$ cat src/rtl/audio_tx_fifo.sv
module audio_tx_fifo #(
  parameter int DEPTH = 8
) (
  input  logic        clk,
  input  logic        rst_n,
  input  logic        ctl_we,
  input  logic [5:0]  ctl_wdata,
  input  logic        if_we,
  input  logic        if_en,
  input  logic        wr_valid,
  input  logic [31:0] wr_data,
  output logic        pair_valid,
  output logic [39:0] pair_data,
  input  logic        pair_ready,
  output logic        flag_empty,
  output logic        flag_half,
  output logic        flag_full,
  output logic        flag_underrun
);
  localparam int AW = $clog2(DEPTH);
  localparam int LW = AW + 1;
  localparam logic [LW-1:0] DEPTH_L = LW'(DEPTH);
  localparam logic [LW-1:0] HALF_L  = LW'(DEPTH / 2);
  localparam logic [LW-1:0] TWO_L   = LW'(2);
  localparam logic [LW:0]   DEPTH_X = (LW+1)'(DEPTH);

  logic [19:0]   mem [DEPTH];
  logic [AW-1:0] wptr, rptr;
  logic [LW-1:0] level, level_net, push_cnt;
  logic          en_q, s3_q, s4_q, cmp_q, burst_q;
  logic [1:0]    size_q;
  logic          flush, go, push_ok, pop;
  logic [19:0]   nc_s, lo_s, hi_s;
  logic          e_n, h_n, f_n, u_n, burst_n;

  assign flush = if_we & ~if_en;
  assign go    = en_q & (s3_q | s4_q);

  always_comb begin
    case (size_q)
      2'd0:    nc_s = {wr_data[15:0], 4'h0};
      2'd1:    nc_s = {wr_data[17:0], 2'b00};
      2'd2:    nc_s = wr_data[19:0];
      default: nc_s = {wr_data[11:0], 8'h00};
    endcase
  end

  assign lo_s = (size_q == 2'd3) ? {wr_data[11:0], 8'h00}  : {wr_data[15:0], 4'h0};
  assign hi_s = (size_q == 2'd3) ? {wr_data[27:16], 8'h00} : {wr_data[31:16], 4'h0};

  assign push_ok = wr_valid & ~flush &
                   (cmp_q ? (({1'b0, level} + (LW+1)'(2)) < DEPTH_X) : (level < DEPTH_L));
  assign push_cnt = !push_ok ? '0 : (cmp_q ? TWO_L : LW'(1));

  assign pair_valid = go & (level >= TWO_L) & (burst_q | (level >= HALF_L));
  assign pop        = pair_valid & pair_ready;
  assign pair_data  = {mem[rptr], mem[rptr + AW'(1)]};
  assign level_net  = level + push_cnt - (pop ? TWO_L : '0);

  always_comb begin
    e_n = flag_empty;
    h_n = flag_half;
    f_n = flag_full;
    u_n = flag_underrun;
    if (push_ok) begin
      if (level_net != '0) begin
        e_n = 1'b0;
        u_n = 1'b0;
      end
      if (level_net >= HALF_L) h_n = 1'b0;
      if (level_net >= DEPTH_L) f_n = 1'b1;
    end
    if (pop) begin
      f_n = 1'b0;
      if (level_net <= HALF_L) h_n = 1'b1;
      if (level_net == '0) begin
        e_n = 1'b1;
        u_n = 1'b1;
      end
    end
    if (!go)                             burst_n = 1'b0;
    else if (pop)                        burst_n = (level_net >= TWO_L);
    else if (pair_valid && !pair_ready)  burst_n = 1'b0;
    else                                 burst_n = burst_q;
  end

  always_ff @(posedge clk) begin
    if (push_ok) begin
      if (cmp_q) begin
        mem[wptr]          <= lo_s;
        mem[wptr + AW'(1)] <= hi_s;
      end else begin
        mem[wptr] <= nc_s;
      end
    end
  end

  always_ff @(posedge clk or negedge rst_n) begin
    if (!rst_n) begin
      level <= '0; wptr <= '0; rptr <= '0; burst_q <= 1'b0;
      flag_empty <= 1'b1; flag_half <= 1'b1; flag_full <= 1'b0; flag_underrun <= 1'b0;
      en_q <= 1'b0; s3_q <= 1'b0; s4_q <= 1'b0; size_q <= 2'd0; cmp_q <= 1'b0;
    end else if (flush) begin
      level <= '0; wptr <= '0; rptr <= '0; burst_q <= 1'b0;
      flag_empty <= 1'b1; flag_half <= 1'b1; flag_full <= 1'b0; flag_underrun <= 1'b0;
      en_q <= 1'b0; s3_q <= 1'b0; s4_q <= 1'b0; size_q <= 2'd0; cmp_q <= 1'b0;
    end else begin
      level         <= level_net;
      wptr          <= wptr + AW'(push_cnt);
      if (pop) rptr <= rptr + AW'(2);
      burst_q       <= burst_n;
      flag_empty    <= e_n;
      flag_half     <= h_n;
      flag_full     <= f_n;
      flag_underrun <= u_n;
      if (ctl_we) begin
        en_q   <= ctl_wdata[0];
        s3_q   <= ctl_wdata[1];
        s4_q   <= ctl_wdata[2];
        size_q <= ctl_wdata[4:3];
        cmp_q  <= ctl_wdata[5] & ((ctl_wdata[4:3] == 2'd0) | (ctl_wdata[4:3] == 2'd3));
      end
    end
  end

  p_no_overflow_r4: assert property (@(posedge clk) disable iff (!rst_n)
    level <= DEPTH_L);
  p_drop_when_full_r4: assert property (@(posedge clk) disable iff (!rst_n)
    (wr_valid && level == DEPTH_L && !pop && !flush) |=> level == DEPTH_L);
  p_full_is_top_r7: assert property (@(posedge clk) disable iff (!rst_n)
    flag_full == (level == DEPTH_L));
  p_empty_is_zero_r8: assert property (@(posedge clk) disable iff (!rst_n)
    flag_empty == (level == '0));
  p_underrun_in_empty_r8: assert property (@(posedge clk) disable iff (!rst_n)
    flag_underrun |-> flag_empty);
  p_pair_has_two_r5: assert property (@(posedge clk) disable iff (!rst_n)
    pair_valid |-> (level >= TWO_L && go));
  p_pop_takes_two_r6: assert property (@(posedge clk) disable iff (!rst_n)
    (pop && !push_ok && !flush) |=> level == $past(level) - TWO_L);
  p_flush_clears_r9: assert property (@(posedge clk) disable iff (!rst_n)
    flush |=> (level == '0 && flag_empty && flag_half && !flag_full && !flag_underrun && !pair_valid));
endmodule

$ cat config.mk
export PLATFORM = sky130hd
export DESIGN_NAME = audio_tx_fifo
export DESIGN_NICKNAME = d
export VERILOG_FILES = /design/src/rtl/audio_tx_fifo.sv
export SDC_FILE = /design/constraint.sdc
export NUM_CORES = 1
export LEC_CHECK = 0
export BUFFER_PORTS_ARGS = -buffer_cell sky130_fd_sc_hd__buf_4
export CAP_MARGIN = 20
export CORE_MARGIN = 4
export CORE_UTILIZATION = 35
export DETAILED_ROUTE_END_ITERATION = 10
export GPL_TIMING_DRIVEN = 0
export SYNTH_ARGS = -nofsm -noshare
export SYNTH_HDL_FRONTEND = slang
export SYNTH_SLANG_ARGS = --single-unit
$ cat constraint.sdc
create_clock -name clk -period 3.5 [get_ports clk]
set_input_delay 0.7 -clock clk [delete_from_list [all_inputs] [get_ports clk]]
set_output_delay 0.7 -clock clk [all_outputs]
set_load 0.005 [all_outputs]
==> flow_summary_export.csv <==
group,metric,value,unit
synthesis,synth_warnings,0,
die,core.rowCount,58,
synthesis,synth_top_area_share,42.8,%
global_routing,top_usage_layer,"met2",
detailed_routing,remaining_drc_errors,0,
layout,post-route-util,42.4,%
die,core_area,25200,um^2
sta,fin_crit_sh,96.1,%
worst_setup_path,crit_required,2.80,ns
detailed_routing,firstDrtPassIters,5,
clocking,clk_pin_slew,0.08,ns
synthesis,ys_top_cells_by_area,"edfxtp_1, mux4_2, o22ai_1",
sta,worstMarginPinSlew,1.08,ns
placed_design,place_worst_setup_slack,-0.131,ns
synthesis,ys_ff_latch,180,
layout,final_area,10700,um^2
die,die_h,168,um
detailed_routing,drt_iter0_drc,648,
pwr,intPower,0.00431,W
synthesis,async_reset_ff_share,11.1,%
sta,max_freq,297,MHz
pwr,swShare,33.2,%
layout,layout-drive-gt1-share,31.9,%
synthesis,syn-cell-area,8980,um^2
die,dieArea,28300,um^2
worst_setup_path,startpoint_type,"flop",
synthesis,yosys.cell_types.count,57,
clocking,cts_buffer_depth,2,
clocking,htreeDepth,4,
layout,nets,830,
sta,whs,0.129,ns
worst_setup_path,end_kind,"primary output",
hold_path,min_path_type,"primary input to asynchronous set/reset pin",
layout,area_growth_syn_to_layout,19.0,%
global_routing,grt.met3_usage,5.19,%
worst_setup_path,r2r_setup_slack,0.25,ns
placed_design,hpwl,19.6,mm
sta,totalNegativeSetupSlack,0,ns
global_routing,antenna_found_initial,0,
sta,drv_slew,0,
pwr,switchingPower,0.00215,W
placed_design,io_buffers,88,
detailed_routing,wirelength,27.7,mm
sta,setup_ws,0.138,ns
clocking,insertion_delay,0.45,ns
synthesis,netlist_top_cells_count,"o22ai_1, edfxtp_1, mux4_2",
worst_setup_path,critPathMaxFanout,10,
global_routing,first_global_vias,6657,
placed_design,gp_congestion,0.831,
flow_run,maxCapViolCount,0,
clocking,hold_buffers,0,
pwr,power_frac_clock,30.1,%
die,ios,90,
global_routing,grt_max_degree,21,
global_routing,grt-ovfl-total,0,
worst_setup_path,criticalPathCategory,"flop to primary output",
pwr,pwr-share-seq,40.7,%
layout,antenna_cells,0,
detailed_routing,via_per_inst,5.89,
status,status,"complete, no violations",
pwr,comb_power_share,29.2,%
sta,max_slew_margin,28.1,%
synthesis,yosys.area.top_type,"edfxtp_1",
clocking,cts.sinks,180,
sta,setup_viol,0,
synthesis,synth_nets,721,
synthesis,ys.flop_type,"edfxtp_1",
sta,layout_min_cycle_time,3.36,ns
sta,hold_viol,0,
pwr,powerDensity,605,nW/um^2
synthesis,ys_seq_area_share,55.5,%
detailed_routing,ant_nets,0,
pwr,cellLeakagePower,3.85,nW
die,initial_utilization,35.7,%
global_routing,grt_pass1_wl,41.4,mm
global_routing,use_met1,26.0,%
sta,finalClockSkew,0.0126,ns
synthesis,synth_edf_count,128,
global_routing,grt_use_total,19.4,%
clocking,cts-root-buf,"clkbuf_16",
clocking,cts_made_buffers,17,
detailed_routing,wl_per_cell,24.8,um
placed_design,dpl_cell_area,10100,um^2
detailed_routing,num_vias,6585,
sta,rsz0062_at_grt,"false",
clocking,tritoncts,"done",
die,die_x,168,um
global_routing,gr-usage-met2,31.2,%
synthesis,synth_area_per_cell,13.5,um^2
synthesis,yosysMostFrequentCell,"o22ai_1",
worst_setup_path,cp.arrival,2.66,ns
pwr,vdd_drop_max,0.376,mV
synthesis,synthCells,666,
-- path summary, 6_finish.rpt --
kind	from	endpoint	cells past startpoint
worst max register to register	level[2]	burst_q	12
worst min-delay path	rst_n	burst_q	1
worst min register to register	mem[5][1]	mem[5][1]	1
min in group clk	mem[5][1]	mem[5][1]	1
max in group asynchronous	rst_n	flag_empty	1
worst max-delay path	rptr[1]	pair_data[15]	4
-- power groups by stage --
stage	Sequential, W	Combinational (W)	Clock (W)
finish	0.00263	0.00189	0.00194
global placement	0.00267	0.00187	0
floorplan	0.00264	0.00120	0
global route	0.00266	0.00205	0.00203
CTS	0.00263	0.00189	0.00196
detailed placement	0.00268	0.00188	0
-- cell type report --
type	count	area, um^2
tap	330	413
buffer	56	322
multi-input combinational	409	3600
clock inverter	15	181
sequential	180	4990
timing repair buffer	90	676
fill	2338	14500
clock buffer	17	425
inverter	21	78.8
-- critical path: stages (launching register included) --
cell and delay (ns):
dfrtp_1 0.35, clkbuf_1 0.37, clkdlybuf4s15_1 0.77, mux4_2 0.59, buf_4 0.15
-- stage by stage --
| stage | power, W | instances |
|---|---|---|
| after CTS | 0.00648 | 1116 |
| after detailed placement | 0.00456 | 1084 |
| after global routing | 0.00674 | 1118 |
| final | 0.00646 | 1118 |
| after floorplan | 0.00384 | 666 |
| after global placement | 0.00454 | 1084 |
-- state kept, by name, indices dropped and copies added (netlist names) --
signal	flops
wptr	3
burst_q	1
flag_empty	1
en_q	1
rptr	2
cmp_q	1
flag_underrun	1
size_q	2
mem	160
s3_q	1
flag_full	1
flag_half	1
s4_q	1
level	4
-- cells by family after synthesis --
logic type | after synthesis | share of synthesized area, %
XOR/XNOR | 8 | 0.780
AO/OA/AOI/OAI | 215 | 17.4
multiplexers | 69 | 13.4
buffers and inverters | 77 | 4.36
AND/OR/NAND/NOR | 107 | 6.98
flip-flops | 180 | 55.5
adder cells (fa/ha/maj) | 10 | 1.56
-- layer usage --
layer,part of all wire [%],up-vias
li1,-,2955
met1,42,3305
met2,48,292
met3,8.0,33
met4,2.2,0
met5,0,-
-- what timing repair did --
action	4_1_cts	5_1_grt
endpoints found under the setup margin	7	13
resized for setup	1	2
buffers inserted	0	2
pin swaps	0	1
-- placed cells by master, fill, tap and decap left out, types with 6 or more instances in the layout --
cell | synthesis | layout
and2_4 | 6 | 6
o22ai_1 | 135 | 135
o221ai_1 | 10 | 10
a21oi_1 | 6 | 6
nand2_1 | 29 | 29
and2_1 | 7 | 7
dfxtp_1 | 32 | 32
clkbuf_1 | 11 | 11
nor2b_1 | 9 | 9
buf_4 | 4 | 94
ha_1 | 8 | 8
mux2_2 | 10 | 10
buf_2 | 28 | 29
clkbuf_16 | 0 | 17
dfrtp_1 | 18 | 18
inv_8 | 0 | 6
inv_1 | 16 | 16
edfxtp_1 | 128 | 128
buf_6 | 7 | 7
nand3_1 | 6 | 6
mux2i_1 | 19 | 19
a31oi_1 | 6 | 6
mux4_2 | 40 | 40
o2bb2ai_1 | 29 | 29
nor2_1 | 17 | 17
Note: power is estimated with default switching activity, not from simulation.
